## src/rtl/dpb_pkg.sv

```systemverilog
package dpb_pkg;
  typedef enum logic [1:0] {
    WIN_NONE  = 2'd0,
    WIN_LEFT  = 2'd1,
    WIN_RIGHT = 2'd2
  } win_e;
endpackage

```

## src/rtl/dpb_side_track.sv

```systemverilog
// Remembers one port's enable and address from the previous edge and
// reports whether the port is still parked on the same word.
module dpb_side_track #(
  parameter int ADDR_W = 17
) (
  input  logic              clk,
  input  logic              rst_n,
  input  logic              en,
  input  logic [ADDR_W-1:0] addr,
  output logic              stayed
);
  logic              en_q;
  logic [ADDR_W-1:0] addr_q;

  always_ff @(posedge clk or negedge rst_n) begin
    if (!rst_n) begin
      en_q   <= 1'b0;
      addr_q <= '0;
    end else begin
      en_q   <= en;
      addr_q <= addr;
    end
  end

  assign stayed = en && en_q && (addr == addr_q);
endmodule

```

## src/rtl/dpb_addr_cmp.sv

```systemverilog
// Collision detect: both ports enabled on one word.
module dpb_addr_cmp #(
  parameter int ADDR_W = 17
) (
  input  logic              l_en,
  input  logic [ADDR_W-1:0] l_addr,
  input  logic              r_en,
  input  logic [ADDR_W-1:0] r_addr,
  output logic              hit
);
  assign hit = l_en && r_en && (l_addr == r_addr);
endmodule

```

## src/rtl/dpb_priority.sv

```systemverilog
// Picks the winner of a collision from the arrival history and keeps it
// while the collision continues unbroken.
module dpb_priority
  import dpb_pkg::*;
(
  input  logic clk,
  input  logic rst_n,
  input  logic hit,
  input  logic stay_l,
  input  logic stay_r,
  output win_e win
);
  win_e win_q;

  always_comb begin
    win = WIN_NONE;
    if (hit) begin
      if (stay_l && stay_r)
        win = (win_q == WIN_RIGHT) ? WIN_RIGHT : WIN_LEFT;
      else if (stay_r)
        win = WIN_RIGHT;
      else
        win = WIN_LEFT;
    end
  end

  always_ff @(posedge clk or negedge rst_n) begin
    if (!rst_n) win_q <= WIN_NONE;
    else        win_q <= win;
  end
endmodule

```

## src/rtl/dpb_write_gate.sv

```systemverilog
// Role-dependent busy pins and write permits.
module dpb_write_gate #(
  parameter bit IS_MASTER = 1'b1
) (
  input  logic l_en,
  input  logic l_wr,
  input  logic r_en,
  input  logic r_wr,
  input  logic arb_busy_l,
  input  logic arb_busy_r,
  input  logic pin_busy_l_n,
  input  logic pin_busy_r_n,
  output logic busy_l_n,
  output logic busy_r_n,
  output logic l_wr_ok,
  output logic r_wr_ok
);
  generate
    if (IS_MASTER) begin : g_master
      logic unused_pins;
      assign unused_pins = &{1'b0, pin_busy_l_n, pin_busy_r_n};
      assign busy_l_n = ~arb_busy_l;
      assign busy_r_n = ~arb_busy_r;
      assign l_wr_ok  = l_en && l_wr && !arb_busy_l;
      assign r_wr_ok  = r_en && r_wr && !arb_busy_r;
    end else begin : g_slave
      logic unused_arb;
      assign unused_arb = &{1'b0, arb_busy_l, arb_busy_r};
      assign busy_l_n = 1'b1;
      assign busy_r_n = 1'b1;
      assign l_wr_ok  = l_en && l_wr && pin_busy_l_n;
      assign r_wr_ok  = r_en && r_wr && pin_busy_r_n;
    end
  endgenerate
endmodule

```

## src/rtl/dp_busy_arbiter.sv

```systemverilog
module dp_busy_arbiter
  import dpb_pkg::*;
#(
  parameter int ADDR_W    = 17,
  parameter bit IS_MASTER = 1'b1
) (
  input  logic              clk,
  input  logic              rst_n,
  input  logic              l_en,
  input  logic              l_wr,
  input  logic [ADDR_W-1:0] l_addr,
  input  logic              r_en,
  input  logic              r_wr,
  input  logic [ADDR_W-1:0] r_addr,
  input  logic              busy_l_in_n,
  input  logic              busy_r_in_n,
  output logic              busy_l_n,
  output logic              busy_r_n,
  output logic              l_wr_ok,
  output logic              r_wr_ok
);
  localparam int SIDES = 2;

  logic [SIDES-1:0]  en_v;
  logic [SIDES-1:0]  stay_v;
  logic [ADDR_W-1:0] addr_v [SIDES];
  logic              hit;
  win_e              win;

  assign en_v[0]   = l_en;
  assign en_v[1]   = r_en;
  assign addr_v[0] = l_addr;
  assign addr_v[1] = r_addr;

  generate
    for (genvar s = 0; s < SIDES; s++) begin : g_side
      dpb_side_track #(.ADDR_W(ADDR_W)) u_track (
        .clk    (clk),
        .rst_n  (rst_n),
        .en     (en_v[s]),
        .addr   (addr_v[s]),
        .stayed (stay_v[s])
      );
    end
  endgenerate

  dpb_addr_cmp #(.ADDR_W(ADDR_W)) u_cmp (
    .l_en   (l_en),
    .l_addr (l_addr),
    .r_en   (r_en),
    .r_addr (r_addr),
    .hit    (hit)
  );

  dpb_priority u_prio (
    .clk    (clk),
    .rst_n  (rst_n),
    .hit    (hit),
    .stay_l (stay_v[0]),
    .stay_r (stay_v[1]),
    .win    (win)
  );

  dpb_write_gate #(.IS_MASTER(IS_MASTER)) u_gate (
    .l_en         (l_en),
    .l_wr         (l_wr),
    .r_en         (r_en),
    .r_wr         (r_wr),
    .arb_busy_l   (win == WIN_RIGHT),
    .arb_busy_r   (win == WIN_LEFT),
    .pin_busy_l_n (busy_l_in_n),
    .pin_busy_r_n (busy_r_in_n),
    .busy_l_n     (busy_l_n),
    .busy_r_n     (busy_r_n),
    .l_wr_ok      (l_wr_ok),
    .r_wr_ok      (r_wr_ok)
  );
endmodule

```

## config.mk

```make
export PLATFORM = sky130hd
export DESIGN_NAME = dp_busy_arbiter
export DESIGN_NICKNAME = d
export VERILOG_FILES = /design/src/rtl/dpb_pkg.sv /design/src/rtl/dpb_side_track.sv /design/src/rtl/dpb_addr_cmp.sv /design/src/rtl/dpb_priority.sv /design/src/rtl/dpb_write_gate.sv /design/src/rtl/dp_busy_arbiter.sv
export SDC_FILE = /design/constraint.sdc
export NUM_CORES = 1
export LEC_CHECK = 0
export BUFFER_PORTS_ARGS = -buffer_cell sky130_fd_sc_hd__buf_4
export CAP_MARGIN = 20
export CORE_MARGIN = 1.5
export CORE_UTILIZATION = 45
export DETAILED_ROUTE_END_ITERATION = 16
export PLACE_DENSITY_LB_ADDON = 0.3
export RECOVER_POWER = 50
export SETUP_SLACK_MARGIN = 0.02
export SLEW_MARGIN = 0
export SYNTH_ARGS = -nofsm -noshare
export SYNTH_HDL_FRONTEND = slang
export SYNTH_SLANG_ARGS = --single-unit
```

## constraint.sdc

```tcl
create_clock -name clk -period 1.36 [get_ports clk]
set_clock_uncertainty 0.05 [all_clocks]
set_input_delay 0.136 -clock clk [delete_from_list [all_inputs] [get_ports clk]]
set_output_delay 0.136 -clock clk [all_outputs]
set_load 0.02 [all_outputs]
```

==> results.toml, run 1 <==
[sta]
rsz0062_at_grt = "true"
finalHoldViolCount = 0
setup_violations = 6
postLayoutSetupSlackWorst_ps = -838
slew_violations = 0
post-route-period-util_pct = 162
fin_tns_setup_ps = -3720
period_needed_ps = 2200
worstMarginPinSlew_ps = 907
fmax_mhz = 455
slew_headroom_pct = 39.5

[routing]
wl_per_cell_um = 14.2
routed_wl_mm = 3.84
vias = 1289
drtAntennaViolNets = 0
drc = 0
firstDrtPassIters = 4
drtIter0Drc = 32
viasPerCell = 4.77

[status]
violations = "setup timing"
status = "complete, but fails checks"

[synth]
ys_warn_count = 0
synth_area_leaders = "dfrtp_1 60%, xor2_1 17%, xnor2_1 12%"
yosys.area.top_type = "dfrtp_1"
ys_seq_elements = 38
synth.net_count = 163
syn_area_um2 = 1580
yosys.cell_types.count = 17
syn_area_per_cell_um2 = 13.1
synth-seq-area-share_pct = 60.1
syn_inst = 121
netlist.area_leader.share_pct = 60.1

[clock_tree]
cts-buffers-inserted = 5
cts_buffer_depth = 2
worstSkewPairLatency_ps = 360
clock-sinks = 38
cts_root_buffer = "clkbuf_4"
cts_tree = "built"
htree_levels = 2
post_cts_buffers = 0
clkTransAtPathRegs_ps = 130

[grt]
use_met2_pct = 36.7
grt_max_degree = 39
use_met1_pct = 28.4
grt-busiest-layer = "met2"
grt_antenna_before_repair = 0
gr-usage-met3_pct = 6.70
grt_pass1_vias = 1395
grt_usage_pct = 22.5
overflow = 0
grt_pass1_wl_mm = 6.60

[power_and_ir_drop]
power_switching_w = 0.000596
ir_drop_uv = 712
power_frac_comb_pct = 17.2
p_sw_share_pct = 25.0
power_frac_clock_pct = 32.1
seqPwrFrac_pct = 50.7
intPower_w = 0.00179
leakage_nw = 1.05
power_density_nw_per_um2 = 952

[setup_path]
crit_required_ps = 1170
path_class = "reg -> out"
crit_path_max_fanout = 3
worst_setup_path_start_kind = "flip-flop"
arrival_ps = 2010
endpoint_kind = "output pin"

[floorplan]
dieHeight_um = 62.3
dieArea_um2 = 3880
initial_utilization_pct = 47.0
die_x_um = 62.3
placementRows = 21
boundaryPins = 46
core_area_um2 = 3360

[layout]
finalNonFillerCells = 270
nFillCells = 262
area.sequential_um2 = 951
final_cell_mix = "38 x dfrtp_1, 37 x dlygate4sd3_1, 30 x xor2_1, 28 x clkbuf_1, 22 x buf_4"
drive_gt1_share_pct = 21.4
layout_commonest_cell = "dfrtp_1"
post-route-cell-area_um2 = 2500
insertedDiodeCount = 0
area_delta_synth_final_pct = 58.2
multi_input_area_um2 = 703
final_nets = 265

[placed_design]
dp_cells = 225
gp_congestion = 0.807
post-place-ws_ps = -490
dpl_cell_area_um2 = 2110
place_hpwl_mm = 2.52
port_buffers = 43

[job]
drv_cap = 0

[worst_hold_path]
hold_class = "in -> reg"
power by group through the flow:
stage               combinational (W)  sequential (W)  clock (W)
floorplan                    0.000136         0.00123          0
global placement             0.000343         0.00123          0
detailed placement           0.000350         0.00123          0
CTS                          0.000446         0.00121   0.000774
global route                 0.000449         0.00121   0.000844
finish                       0.000411         0.00121   0.000765
state kept, by name, summed over array words and instances (netlist names):
signal                 cells
g_side.u_track.addr_q     34
g_side.u_track.en_q        2
u_prio.win_q               2
area by class of cell:
cell class                      instances  share of cell area [%]
Sequential cell                        38                    38.0
Timing Repair Buffer                   95                    28.3
Multi-Input combinational cell         82                    28.1
Tap cell                               46                    2.30
Clock inverter                          3                    1.60
Clock buffer                            5                    1.50
Inverter                                1                   0.150
critical path: stages (launching register included):
cell	delay, ps
dfrtp_1	390
xor2_1	160
nor4_1	290
buf_4	170
nand3_4	80
o2111a_2	310
a21oi_4	130
buf_6	130
routing by layer:
layer,routed length [um],part of all wire (%)
met5,0,0
met2,1950,51
met1,1580,41
met3,224,5.8
met4,83,2.2
kinds of logic (layout without fill, tap and decap cells):
logic type,Yosys count,after routing,synth area share (%)
AO/OA/AOI/OAI,5,5,2.37
XOR/XNOR,51,51,28.2
flip-flops,38,38,60.1
buffers and inverters,1,104,0.237
AND/OR/NAND/NOR,26,26,9.02
Yosys cell counts (all sizes together):
master   instances
dfrtp           38
xor2            30
xnor2           21
nor4             8
nand2            5
nand4            5
a21oi            2
nand3            2
nor2             2
and3             1
inv              1
nor3             1
o2111a           1
o2111ai          1
o211ai           1
or3              1
or4              1
final timing paths:
kind | startpoint | to | slack, ps | cells past startpoint
max in group asynchronous | rst_n | g_side[0].u_track.addr_q[0] | 310 | 2
worst max-delay path | g_side[0].u_track.addr_q[4] | l_wr_ok | -840 | 7
worst max register to register | g_side[0].u_track.addr_q[4] | u_prio.win_q[1] | -260 | 7
min in group asynchronous | rst_n | u_prio.win_q[0] | 370 | 2
worst min-delay path | r_en | u_prio.win_q[1] | 170 | 4
worst min register to register | g_side[1].u_track.en_q | u_prio.win_q[1] | 780 | 4
repair_timing:
action,CTS,global route
resized for setup,10,1
hold buffers,37,0
pin swaps,7,6
hold endpoints to repair,74,0
endpoints found under the setup margin,6,6
metrics by stage:
stage	total power, W	utilization, %	hold slack, ps
2_1_floorplan	0.00136	-	-210
3_3_place_gp	0.00157	62.6	71.3
3_5_place_dp	0.00158	62.6	70.6
4_1_cts	0.00243	77.4	149
5_1_grt	0.00251	74.4	203
6_report	0.00238	74.4	171
Power figures use the tool's default switching activity.
==> run 2, diff against run 1 <==
--- a/config.mk
+++ b/config.mk
@@ -6,6 +6,6 @@
 export NUM_CORES = 1
 export LEC_CHECK = 0
+export ABC_CLOCK_PERIOD_IN_PS = 1360
 export BUFFER_PORTS_ARGS = -buffer_cell sky130_fd_sc_hd__buf_4
-export CAP_MARGIN = 20
 export CORE_MARGIN = 1.5
 export CORE_UTILIZATION = 45
==> constraint.sdc (replaced) <==
create_clock -name clk -period 1.36 [get_ports clk]
set_clock_uncertainty 0.05 [all_clocks]
set_input_delay 0.272 -clock clk [delete_from_list [all_inputs] [get_ports clk]]
set_output_delay 0.272 -clock clk [all_outputs]
set_load 0.02 [all_outputs]
==> run 2 against run 1 <==
  * The flow still finishes with violations (setup timing)
  * Die area unchanged
  * Non-clock buffer count down 13
  * Register-to-register slack better by 50 ps
  * Total power down 11%
  * Sequential share of layout area up 2.8 points
  * Utilization down 5.1 points
  * Maximum frequency down 2.1%
  * Final area down 6.9%
  * Routed wire length down 6.2%
  * Count of clock-buffer cells in the layout up 2
  * Cell count down 5.2%
  * Sequential power about the same
  * Critical path type unchanged
  * Critical endpoint unchanged
  * Largest cell class unchanged
==> results.toml, run 2 (synthesized netlist as in run 1, its figures left out) <==
[status]
status = "complete, but fails checks"
violations = "setup timing"

[routing]
drc = 0
viasPerCell = 4.69
wl_per_cell_um = 14.1
drtAntennaViolNets = 0
firstDrtPassIters = 4
drtIter0Drc = 33
vias = 1201
routed_wl_mm = 3.60

[layout]
area_delta_synth_final_pct = 47.3
nFillCells = 302
finalNonFillerCells = 256
regMostFlops = "g_side.u_track.addr_q"
insertedDiodeCount = 0
largest_register_ff_count = 34
drive_gt1_share_pct = 19.5
layout_commonest_cell = "dfrtp_1"
post-route-cell-area_um2 = 2330
reg.largest.list = "g_side.u_track.addr_q x34, g_side.u_track.en_q x2, u_prio.win_q x2"
final_cell_mix = "38 x dfrtp_1, 33 x clkbuf_1, 29 x xor2_1, 27 x dlygate4sd3_1, 21 x xnor2_1"
final_nets = 252

[sta]
post-route-period-util_pct = 165
worstMarginPinSlew_ps = 809
fmax_mhz = 445
postLayoutSetupSlackWorst_ps = -886
setup_violations = 6
rsz0062_at_grt = "true"
slew_violations = 0
slew_headroom_pct = 46.1
finalHoldViolCount = 0
period_needed_ps = 2250
timing.hold.ws_ps = 94.1

[setup_path]
arrival_ps = 1920
crit_path_max_fanout = 3
endpoint_kind = "output pin"
path_class = "reg -> out"
worst_setup_path_start_kind = "flip-flop"
crit_required_ps = 1040

[power_and_ir_drop]
ir_drop_uv = 709
leakage_nw = 0.956
power_density_nw_per_um2 = 906

[placed_design]
dpl_cell_area_um2 = 2090
port_buffers = 43
gp_congestion = 0.741
place_hpwl_mm = 2.43
dp_cells = 222

[grt]
grt_pass1_vias = 1137
grt_max_degree = 39
grt_usage_pct = 18.2
grt_pass1_wl_mm = 5.23
overflow = 0
grt_antenna_before_repair = 0

[floorplan]
die_x_um = 62.3
initial_utilization_pct = 47.0
dieHeight_um = 62.3
dieArea_um2 = 3880
placementRows = 21
core_area_um2 = 3360
boundaryPins = 46

[clock_tree]
cts_root_buffer = "clkbuf_4"
cts_tree = "built"
worstSkewPairLatency_ps = 340
cts-buffers-inserted = 5
htree_levels = 2
clock-sinks = 38
cts_buffer_depth = 2
clkTransAtPathRegs_ps = 100

[job]
drv_cap = 0

[worst_hold_path]
hold_class = "in -> reg"
-- run 2: changes by cell type in the layout (fill, tap and decap cells not counted), moves of 2 or more --
cell           change
clkbuf_1           +5
dlygate4sd3_1     -10
clkinv_2           -2
buf_4              -4
clkbuf_4           -2
-- run 2: cell type report --
class,count,area (um^2),share of cell area [%]
Clock buffer,7,45.0,1.93
Inverter,1,3.75,0.161
Timing Repair Buffer,82,576,24.7
Multi-Input combinational cell,82,697,29.9
Sequential cell,38,951,40.8
Tap cell,46,57.6,2.47
-- run 2: path summary, 6_finish.rpt --
path / endpoint / from / slack [ps] / cells after the start
max: l_wr_ok / g_side[0].u_track.addr_q[5] / -890 / 6
min: g_side[0].u_track.addr_q[6] / l_addr[6] / 90 / 1
max reg2reg: u_prio.win_q[1] / g_side[0].u_track.addr_q[5] / -210 / 6
min reg2reg: u_prio.win_q[1] / g_side[1].u_track.en_q / 780 / 4
max in group asynchronous: g_side[1].u_track.addr_q[4] / rst_n / 230 / 2
min in group asynchronous: g_side[0].u_track.addr_q[7] / rst_n / 510 / 2
-- run 2: through the flow --
stage               setup slack [ps]  utilization (%)  setup TNS [ps]  total power (W)
finish                          -886             69.3           -3840          0.00211
detailed placement              -644             62.1           -3480          0.00157
global placement                -635             62.1           -3370          0.00156
floorplan                       -353                -           -1850          0.00136
global route                   -1000             69.3           -4430          0.00223
CTS                             -916             64.7           -3980          0.00212
-- run 2: report_power, final --
part / switching [W] / total [W] / internal [W] / leakage (nW)
sequential: 0.0000256 / 0.00121 / 0.00118 / 0.447
combinational: 0.000177 / 0.000373 / 0.000196 / 0.483
clock: 0.000333 / 0.000529 / 0.000195 / 0.0254
total: 0.000536 / 0.00211 / 0.00157 / 0.956
-- run 2: metal layers --
| metal | wire length (um) | track usage [%] | vias to the layer above | part of all wire, % |
|---|---|---|---|---|
| met5 | 0 | 0 | - | 0 |
| met4 | 43 | 7.22 | 0 | 1.2 |
| met3 | 134 | 7.43 | 5 | 3.7 |
| met2 | 1850 | 28.0 | 26 | 51 |
| met1 | 1570 | 23.0 | 585 | 44 |
| li1 | - | - | 585 | - |
-- run 2: worst max-delay path: stages, from the launching register on --
cell,delay (ps)
dfrtp_1,400
xor2_2,160
nor4_2,310
nand3_1,140
o2111a_2,320
a21oi_4,130
buf_6,120
-- run 2: what timing repair did --
action | CTS | global route
setup endpoints to repair | 6 | 6
setup buffers | 0 | 0
pin swaps | 5 | 10
gates resized for setup | 5 | 4
hold buffers | 2 | 25
hold endpoints to repair | 39 | 25
